## src/rtl/pfc_pkg.sv

```systemverilog
package pfc_pkg;
  localparam int DATA_W  = 32;
  localparam int FIELD_W = 4;
  localparam int IDX_W   = 6;

  typedef enum logic [2:0] {
    DEC_NONE,
    DEC_KEY,
    DEC_STAT,
    DEC_SEL,
    DEC_FN
  } dec_kind_t;

  typedef struct packed {
    dec_kind_t         kind;
    logic [IDX_W-1:0]  bank;
  } dec_t;
endpackage

```

## src/rtl/pfc_addr_decode.sv

```systemverilog
module pfc_addr_decode
  import pfc_pkg::*;
#(
  parameter int ADDR_W    = 12,
  parameter int SEL_BANKS = 8,
  parameter int FN_BANKS  = 19
) (
  input  logic [ADDR_W-1:0] addr,
  output dec_t              dec
);
  localparam int PAGE_W = ADDR_W - 8;

  logic [PAGE_W-1:0] page;
  logic [IDX_W-1:0]  idx;

  assign page = addr[ADDR_W-1:8];
  assign idx  = addr[7:2];

  always_comb begin
    dec.kind = DEC_NONE;
    dec.bank = idx;
    if (addr[1:0] == 2'b00) begin
      if (page == PAGE_W'(0)) begin
        if (idx == IDX_W'(0))      dec.kind = DEC_KEY;
        else if (idx == IDX_W'(1)) dec.kind = DEC_STAT;
      end else if (page == PAGE_W'(1)) begin
        if (32'(idx) < SEL_BANKS)  dec.kind = DEC_SEL;
      end else if (page == PAGE_W'(2)) begin
        if (32'(idx) < FN_BANKS)   dec.kind = DEC_FN;
      end
    end
  end
endmodule

```

## src/rtl/pfc_unlock.sv

```systemverilog
module pfc_unlock
  import pfc_pkg::*;
(
  input  logic              clk,
  input  logic              rst_n,
  input  logic              wr_en,
  input  logic              is_key,
  input  logic [DATA_W-1:0] wdata,
  output logic              grant,
  output logic              armed,
  output logic [DATA_W-1:0] key_q
);
  always_ff @(posedge clk or negedge rst_n) begin
    if (!rst_n) begin
      armed <= 1'b0;
      key_q <= '0;
    end else if (wr_en) begin
      if (is_key) begin
        armed <= 1'b1;
        key_q <= wdata;
      end else begin
        armed <= 1'b0;
      end
    end
  end

  assign grant = armed && (wdata == ~key_q);
endmodule

```

## src/rtl/pfc_bank_array.sv

```systemverilog
module pfc_bank_array
  import pfc_pkg::*;
#(
  parameter int NBANKS = 8
) (
  input  logic                     clk,
  input  logic                     rst_n,
  input  logic                     we,
  input  logic [IDX_W-1:0]         idx,
  input  logic [DATA_W-1:0]        wdata,
  output logic [DATA_W-1:0]        rd_data,
  output logic [NBANKS*DATA_W-1:0] flat
);
  logic [DATA_W-1:0] regs [NBANKS];

  for (genvar b = 0; b < NBANKS; b++) begin : g_bank
    always_ff @(posedge clk or negedge rst_n) begin
      if (!rst_n)                          regs[b] <= '0;
      else if (we && idx == IDX_W'(b))     regs[b] <= wdata;
    end
    assign flat[b*DATA_W +: DATA_W] = regs[b];
  end

  always_comb begin
    rd_data = '0;
    for (int b = 0; b < NBANKS; b++) begin
      if (idx == IDX_W'(b)) rd_data = regs[b];
    end
  end
endmodule

```

## src/rtl/pfc_top.sv

```systemverilog
module pfc_top
  import pfc_pkg::*;
#(
  parameter int ADDR_W    = 12,
  parameter int SEL_BANKS = 8,
  parameter int FN_BANKS  = 19
) (
  input  logic                        clk,
  input  logic                        rst_n,
  input  logic                        wr_en,
  input  logic                        rd_en,
  input  logic [ADDR_W-1:0]           addr,
  input  logic [31:0]                 wdata,
  output logic [31:0]                 rdata,
  output logic [SEL_BANKS*32-1:0]     periph_en,
  output logic [FN_BANKS*32-1:0]      func_code
);
  dec_t              dec;
  logic              grant;
  logic              armed;
  logic [DATA_W-1:0] key_q;
  logic              err_q;
  logic              guarded;
  logic              sel_we;
  logic              fn_we;
  logic [DATA_W-1:0] sel_rd;
  logic [DATA_W-1:0] fn_rd;

  pfc_addr_decode #(
    .ADDR_W(ADDR_W), .SEL_BANKS(SEL_BANKS), .FN_BANKS(FN_BANKS)
  ) u_dec (
    .addr(addr), .dec(dec)
  );

  pfc_unlock u_unlock (
    .clk(clk), .rst_n(rst_n), .wr_en(wr_en),
    .is_key(dec.kind == DEC_KEY), .wdata(wdata),
    .grant(grant), .armed(armed), .key_q(key_q)
  );

  assign guarded = wr_en && (dec.kind == DEC_SEL || dec.kind == DEC_FN);
  assign sel_we  = wr_en && grant && dec.kind == DEC_SEL;
  assign fn_we   = wr_en && grant && dec.kind == DEC_FN;

  pfc_bank_array #(.NBANKS(SEL_BANKS)) u_sel (
    .clk(clk), .rst_n(rst_n), .we(sel_we), .idx(dec.bank),
    .wdata(wdata), .rd_data(sel_rd), .flat(periph_en)
  );

  pfc_bank_array #(.NBANKS(FN_BANKS)) u_fn (
    .clk(clk), .rst_n(rst_n), .we(fn_we), .idx(dec.bank),
    .wdata(wdata), .rd_data(fn_rd), .flat(func_code)
  );

  // Sticky reject flag: a new reject wins over a clearing read.
  always_ff @(posedge clk or negedge rst_n) begin
    if (!rst_n)                              err_q <= 1'b0;
    else if (guarded && !grant)              err_q <= 1'b1;
    else if (rd_en && dec.kind == DEC_STAT)  err_q <= 1'b0;
  end

  always_comb begin
    unique case (dec.kind)
      DEC_STAT: rdata = {31'b0, err_q};
      DEC_SEL:  rdata = sel_rd;
      DEC_FN:   rdata = fn_rd;
      default:  rdata = '0;
    endcase
  end
endmodule

```

## config.mk

```make
export PLATFORM = sky130hd
export DESIGN_NAME = pfc_top
export DESIGN_NICKNAME = d
export VERILOG_FILES = /design/src/rtl/pfc_pkg.sv /design/src/rtl/pfc_addr_decode.sv /design/src/rtl/pfc_unlock.sv /design/src/rtl/pfc_bank_array.sv /design/src/rtl/pfc_top.sv
export SDC_FILE = /design/constraint.sdc
export NUM_CORES = 1
export LEC_CHECK = 0
export BUFFER_PORTS_ARGS = -buffer_cell sky130_fd_sc_hd__buf_2
export CAP_MARGIN = 40
export CORE_AREA = 2 2 367 369
export CTS_BUF_LIST = sky130_fd_sc_hd__clkbuf_4
export CTS_CLUSTER_DIAMETER = 60
export CTS_CLUSTER_SIZE = 24
export DETAILED_ROUTE_END_ITERATION = 7
export DIE_AREA = 0 0 369 371
export PLACE_DENSITY = 0.62
export SLEW_MARGIN = 20
export SYNTH_ARGS = -nofsm -noshare
export SYNTH_HDL_FRONTEND = slang
export SYNTH_SLANG_ARGS = --single-unit
```

## constraint.sdc

```tcl
create_clock -name clk -period 3.2 [get_ports clk]
set_input_delay 0.32 -clock clk [delete_from_list [all_inputs] [get_ports clk]]
set_output_delay 0.32 -clock clk [all_outputs]
set_load 0.02 [all_outputs]
```

==> impl_metrics.tcl, run 1 <==
set metrics [dict create \
    status "finished with violations" \
    failed_checks "setup timing" \
    design_area_um2 56400 \
    p_per_area_nw_per_um2 373 \
    via_count 36700 \
    worst_pin_slew_ns 1.15 \
    portBuffers 943 \
    drtAntennaViolNets 0 \
    ff2ff_path_depth 12 \
    final-hold-violation-count 0 \
    power.static_leakage_nw 29.6 \
    critPathTopFamily "compound AO/OA/AOI/OAI gates" \
    crit_required_ns 2.88 \
    netlist_area_um2 41100 \
    setup-tns-final_ns -8.95 \
    p_total_mw 21.0 \
    ys_seq_area_frac 0.547 \
    pre_cts_ws_ns -0.623 \
    grt_pass1_vias 35400 \
    rsz0062_at_grt "yes" \
    synth_edf_count 0 \
    cp_data_arrival_time_ns 3.81 \
    drcViolationCount 0 \
    dr.pass1.iters 8 \
    grt_antenna_before_repair 12 \
    drv_cap 0 \
    synthCells 3167 \
    wl_met2_mm 102 \
    clk_pin_slew_worst_paths_ns 0.21 \
    grt-ovfl-total 0 \
    highest_layer "met5" \
    synthMuxAreaShare 0.277 \
    ys_async_sr_fraction 1.00 \
    syn_avg_cell_area_um2 13.0 \
    crit_type "reg -> out" \
    final_common_cell "buf_2" \
    worstReg2RegEnd "u_fn.flat[535]" \
    wl_met3_mm 24.7 \
    vdd_drop_max_mv 0.315 \
    layoutNonFillerInstCount 6356 \
    cts_max_path_buffers 3 \
    finalSetupViolCount 29 \
    synth_seq_cells 898 \
    die_h_um 371 \
    syn_to_final_growth_pct 37.3 \
    die_w_um 369 \
    ctsRootBufferMaster "clkbuf_4" \
    rows 134 \
    synthTopCellsByArea "dfrtp_1 55%, mux2_2 22%, mux2_1 3.3%" \
    synth_top_family_by_area "multiplexers" \
    yosys.area.top_type "dfrtp_1" \
    start_util 0.309 \
    placed_area_um2 52300 \
    synth_fa_ha_area_frac 0 \
    worstHoldPathType "in -> async" \
    cts_inserted_buffers 96 \
    synth_nets 3215 \
    clkLatencyLatePin_ns 1.17 \
    hold_ws_ns 0.380 \
    synth_compound_area_frac 0.0999 \
    fmax_mhz 242 \
    core_um2 133000 \
    met1_length_mm 95.5 \
    yosys_warnings 0 \
    drt_wl_total_mm 234 \
    maxSlewHeadroom 0.236 \
    fill_cells 12700 \
    cts_tree "built" \
    dp_hpwl_mm 177 \
    period_share 1.29 \
    gp_congestion 0.988 \
    drt_iter0_markers 4293 \
    cts_max_level 3 \
    finalClockSkew_ns 0.0962 \
    die_area_um2 137000 \
    cts_sinks 898 \
    ff2ff_setup_slack_ns 0.16 \
    critical_path_peak_fanout 2 \
    synth-simple-area-share 0.0363 \
    crit_path_start_kind "flip-flop" \
    cp_num_buf_inv 1 \
    yosys_most_used_dff "dfrtp_1" \
    synth-xor-area-share 0.00682 \
    endpoint_kind "primary output" \
    crit-reg2reg-launch "u_unlock.key_q[17]" \
    post-route-util 0.425 \
    grt_max_degree 98 \
    period_needed_ns 4.13 \
    drv_slew 0 \
    cpPeakStageDelay_ns 0.95 \
    synthDistinctLibCells 69 \
    final_nets 4549 \
    slowest_stage "a222oi_1" \
    grt_use_total 0.331 \
    final_cell_mix "911 x buf_2, 897 x dfrtp_1, 789 x mux2_2, 441 x buf_4, 124 x buf_12" \
    grt_pass1_wl_mm 311 \
    synthDominantCellAreaShare 0.547 \
    setup_slack_ns -0.928 \
    place_inst 6053 \
    path_cells "mux4_2 > a222oi_1 > a21oi_2 > or3_4 > buf_6" \
    wl_per_cell_um 36.8 \
    num_io_pins 944 \
    layout-drive-gt1-share 0.592 \
    vias_per_cell 5.77 \
]
[cells by family after synthesis]
logic type	count (synthesis)
multiplexers	981
XOR/XNOR	32
AND/OR/NAND/NOR	333
AO/OA/AOI/OAI	597
buffers and inverters	326
flip-flops	898
[report_power, final]
group | internal [mW] | switching, mW
combinational | 0.424 | 1.11
sequential | 11.4 | 0.00234
clock | 2.93 | 5.20
[final cells by class]
class / instances / area, µm² / share of cell area
antenna: 8 / 20.0 / 0.000355
sequential: 898 / 22500 / 0.398
inverter: 11 / 41.3 / 0.000732
clock buffer: 98 / 736 / 0.0130
clock inverter: 79 / 1110 / 0.0197
tap: 1768 / 2210 / 0.0392
timing repair buffer: 1551 / 11200 / 0.198
multi-input combinational: 1943 / 18600 / 0.331
[worst min-delay path, delay by kind of cell]
kind	cells	cell delay, ns
buf+inv	4	1.57
[cells in the mapped netlist, types with 4 or more instances]
master / instances
a2111oi_0: 7
a211o_1: 4
a211oi_1: 12
a21o_1: 6
a21oi_1: 120
a221o_1: 12
a221oi_1: 55
a222oi_1: 22
a22o_1: 14
a22oi_1: 104
a2bb2oi_1: 4
a31oi_1: 17
buf_1: 50
buf_2: 35
buf_4: 24
clkbuf_1: 206
dfrtp_1: 898
inv_1: 10
mux2_1: 120
mux2_2: 792
mux2i_1: 36
mux4_2: 33
nand2_1: 114
nand3_1: 21
nand4_1: 13
nor2_1: 123
nor2_2: 8
nor2b_1: 4
nor3_1: 15
nor4_1: 9
nor4b_1: 4
o2111ai_1: 5
o211ai_1: 16
o21ai_0: 115
o221ai_1: 13
o22ai_1: 33
o2bb2ai_1: 6
o31ai_1: 8
or3_1: 4
xnor2_1: 24
xor2_1: 8
[layer usage]
layer  up-vias  GRT usage
met1     19200      0.445
met3       521     0.0931
li1      14500          -
met2      2460      0.496
met5         -          0
met4         2      0.142
[what timing repair did]
| action | in CTS | in global routing |
|---|---|---|
| endpoints found under the setup margin | 32 | 179 |
| resized for setup | 211 | 55 |
| hold endpoints to repair | 1796 | 0 |
| setup buffers | 70 | 13 |
| hold buffers | 43 | 0 |
| pin swaps | 91 | 62 |
[worst max-delay path by stage]
stage	startpoint	to	slack, ns	cells past startpoint
global route	u_sel.flat[141]	rdata[13]	-1.08	5
detailed placement	addr[7]	rdata[2]	-0.62	14
CTS	u_sel.flat[141]	rdata[13]	-1.14	5
global placement	addr[7]	rdata[16]	-1.04	13
floorplan	addr[7]	rdata[28]	0.03	10
finish	u_sel.flat[141]	rdata[13]	-0.93	5
[flip-flops by register name, summed over array words and instances, names as in the netlist]
name / flops
u_unlock.armed: 1
u_sel.flat: 256
u_unlock.key_q: 32
u_fn.flat: 608
err_q: 1
No activity file was read; power rests on OpenSTA's default activity.
==> run 2, diff against run 1 <==
--- a/config.mk
+++ b/config.mk
@@ -6,13 +6,13 @@
 export NUM_CORES = 1
 export LEC_CHECK = 0
-export BUFFER_PORTS_ARGS = -buffer_cell sky130_fd_sc_hd__buf_2
 export CAP_MARGIN = 40
-export CORE_AREA = 2 2 367 369
+export CORE_AREA = 5 5 370 372
 export CTS_BUF_LIST = sky130_fd_sc_hd__clkbuf_4
 export CTS_CLUSTER_DIAMETER = 60
 export CTS_CLUSTER_SIZE = 24
 export DETAILED_ROUTE_END_ITERATION = 7
-export DIE_AREA = 0 0 369 371
-export PLACE_DENSITY = 0.62
+export DIE_AREA = 0 0 375 377
+export DONT_BUFFER_PORTS = 1
+export PLACE_DENSITY = 0.56
 export SLEW_MARGIN = 20
 export SYNTH_ARGS = -nofsm -noshare
==> constraint.sdc (replaced) <==
create_clock -name clk -period 3.2 [get_ports clk]
set_input_delay 0.16 -clock clk [delete_from_list [all_inputs] [get_ports clk]]
set_output_delay 0.16 -clock clk [all_outputs]
set_load 0.02 [all_outputs]
==> impl_metrics.tcl, run 2 (synthesized netlist as in run 1, its figures left out) <==
set metrics [dict create \
    layout-drive-gt1-share 0.470 \
    final-hold-violation-count 156 \
    final_common_cell "mux2_2" \
    grt-ovfl-total 0 \
    ff2ff_setup_slack_ns 0.15 \
    grt_antenna_before_repair 29 \
    finalSetupViolCount 27 \
    crit_type "reg -> out" \
    grt_pass1_vias 31200 \
    worst_pin_slew_ns 1.06 \
    via_count 32500 \
    clkLatencyLatePin_ns 1.12 \
    vias_per_cell 6.20 \
    largest_register_ff_count 608 \
    maxSlewHeadroom 0.295 \
    ff2ff_path_depth 9 \
    drt_iter0_markers 4159 \
    highest_layer "met5" \
    grt_use_total 0.321 \
    grt_pass1_wl_mm 310 \
    die_w_um 375 \
    num_io_pins 944 \
    endpoint_kind "primary output" \
    p_total_mw 20.5 \
    crit_required_ns 3.04 \
    power.static_leakage_nw 23.2 \
    final_nets 3423 \
    syn_to_final_growth_pct 22.3 \
    cts_sinks 898 \
    cts_inserted_buffers 96 \
    core_um2 133000 \
    wl_met2_mm 104 \
    crit-reg2reg-launch "u_unlock.key_q[17]" \
    dr.pass1.iters 6 \
    drt_wl_total_mm 236 \
    gp_congestion 0.919 \
    cts_max_level 3 \
    drv_cap 0 \
    design_area_um2 50200 \
    hold_ws_ns -0.275 \
    grt_max_degree 899 \
    placed_area_um2 45200 \
    p_per_area_nw_per_um2 408 \
    wl_met3_mm 28.2 \
    crit_path_start_kind "flip-flop" \
    setup_slack_ns -0.622 \
    drv_slew 0 \
    worstHoldPathType "in -> async" \
    post-route-util 0.378 \
    finalClockSkew_ns 0.0738 \
    drtAntennaViolNets 0 \
    clk_pin_slew_worst_paths_ns 0.17 \
    final_cell_mix "788 x mux2_2, 786 x dfrtp_1, 179 x buf_4, 120 x mux2_1, 119 x buf_12" \
    met1_length_mm 93.0 \
    die_h_um 377 \
    worstReg2RegEnd "u_sel.flat[255]" \
    failed_checks "hold timing, setup timing" \
    status "finished with violations" \
    fmax_mhz 262 \
    rsz0062_at_grt "yes" \
    period_needed_ns 3.82 \
    start_util 0.309 \
    cts_tree "built" \
    dp_hpwl_mm 161 \
    rows 134 \
    portBuffers 0 \
    wl_per_cell_um 45.0 \
    critical_path_peak_fanout 3 \
    period_share 1.19 \
    cts_max_path_buffers 3 \
    vdd_drop_max_mv 0.328 \
    drcViolationCount 0 \
    die_area_um2 141000 \
    cp_data_arrival_time_ns 3.66 \
    ctsRootBufferMaster "clkbuf_4" \
]
run 2: cell types whose count changed in the layout (fill, tap and decap cells not counted), moves of 11 or more:
cell           delta
dlygate4sd3_1    +52
buf_6            -13
buf_2           -907
diode_2          +11
dfrtp_1         -111
buf_4           -262
dfrtp_2         +111
run 2: power by group:
part / total, mW / switching, mW / internal [mW]
logic: 1.42 / 1.00 / 0.419
registers: 11.4 / 0.00250 / 11.4
clock network: 7.70 / 5.12 / 2.58
total: 20.5 / 6.12 / 14.4
run 2: worst max-delay path: stages, from the launching register on:
cell and delay (ns):
dfrtp_2 0.51, mux4_2 0.60, nand2_2 0.12, o31ai_2 0.07
o211ai_1 0.28, o211ai_1 0.24, a31oi_2 0.39, o22ai_1 0.13
buf_4 0.18
run 2: area by class of cell:
type / count / area (µm²)
inverters: 11 / 41.3
clock inverters: 78 / 940
diodes: 19 / 47.5
clock buffers: 102 / 766
multi-input cells: 1943 / 18500
well taps: 1768 / 2210
flip-flops and latches: 898 / 22600
fillers: 12800 / 82700
repair buffers: 425 / 5150
run 2: through the flow:
step | TNS, ns | hold slack [ns] | setup WS (ns) | instances
final | -6.80 | -0.275 | -0.622 | 5244
after global routing | -11.40 | -0.299 | -0.719 | 5233
after CTS | -13.27 | -1.46 | -0.684 | 5209
after detailed placement | -3.55 | -0.113 | -0.352 | 4882
after global placement | -13.86 | -0.114 | -0.334 | 4878
after floorplan | 0 | -0.136 | 0.0971 | 3167
run 2: per-layer routing:
layer  up-vias  track usage
met5         -            0
met4        10        0.118
met3       503        0.130
met2      2322        0.489
met1     17400        0.412
li1      12300            -
run 2: worst max-delay path by stage:
stage,slack [ns],cells past startpoint,from,to
global route,-0.72,8,u_fn.flat[123],rdata[27]
CTS,-0.68,8,u_fn.flat[123],rdata[27]
detailed placement,-0.35,10,addr[7],rdata[2]
finish,-0.62,8,u_fn.flat[123],rdata[27]
global placement,-0.33,10,addr[7],rdata[2]
floorplan,0.1,8,addr[7],rdata[23]
run 2: timing repair:
item / 4_1_cts / 5_1_grt
resized for setup: 258 / 41
setup endpoints to repair: 494 / 124
hold buffers: 149 / 4
buffers inserted: 1 / 3
pin swaps: 70 / 28
endpoints found under the hold margin: 1796 / 426
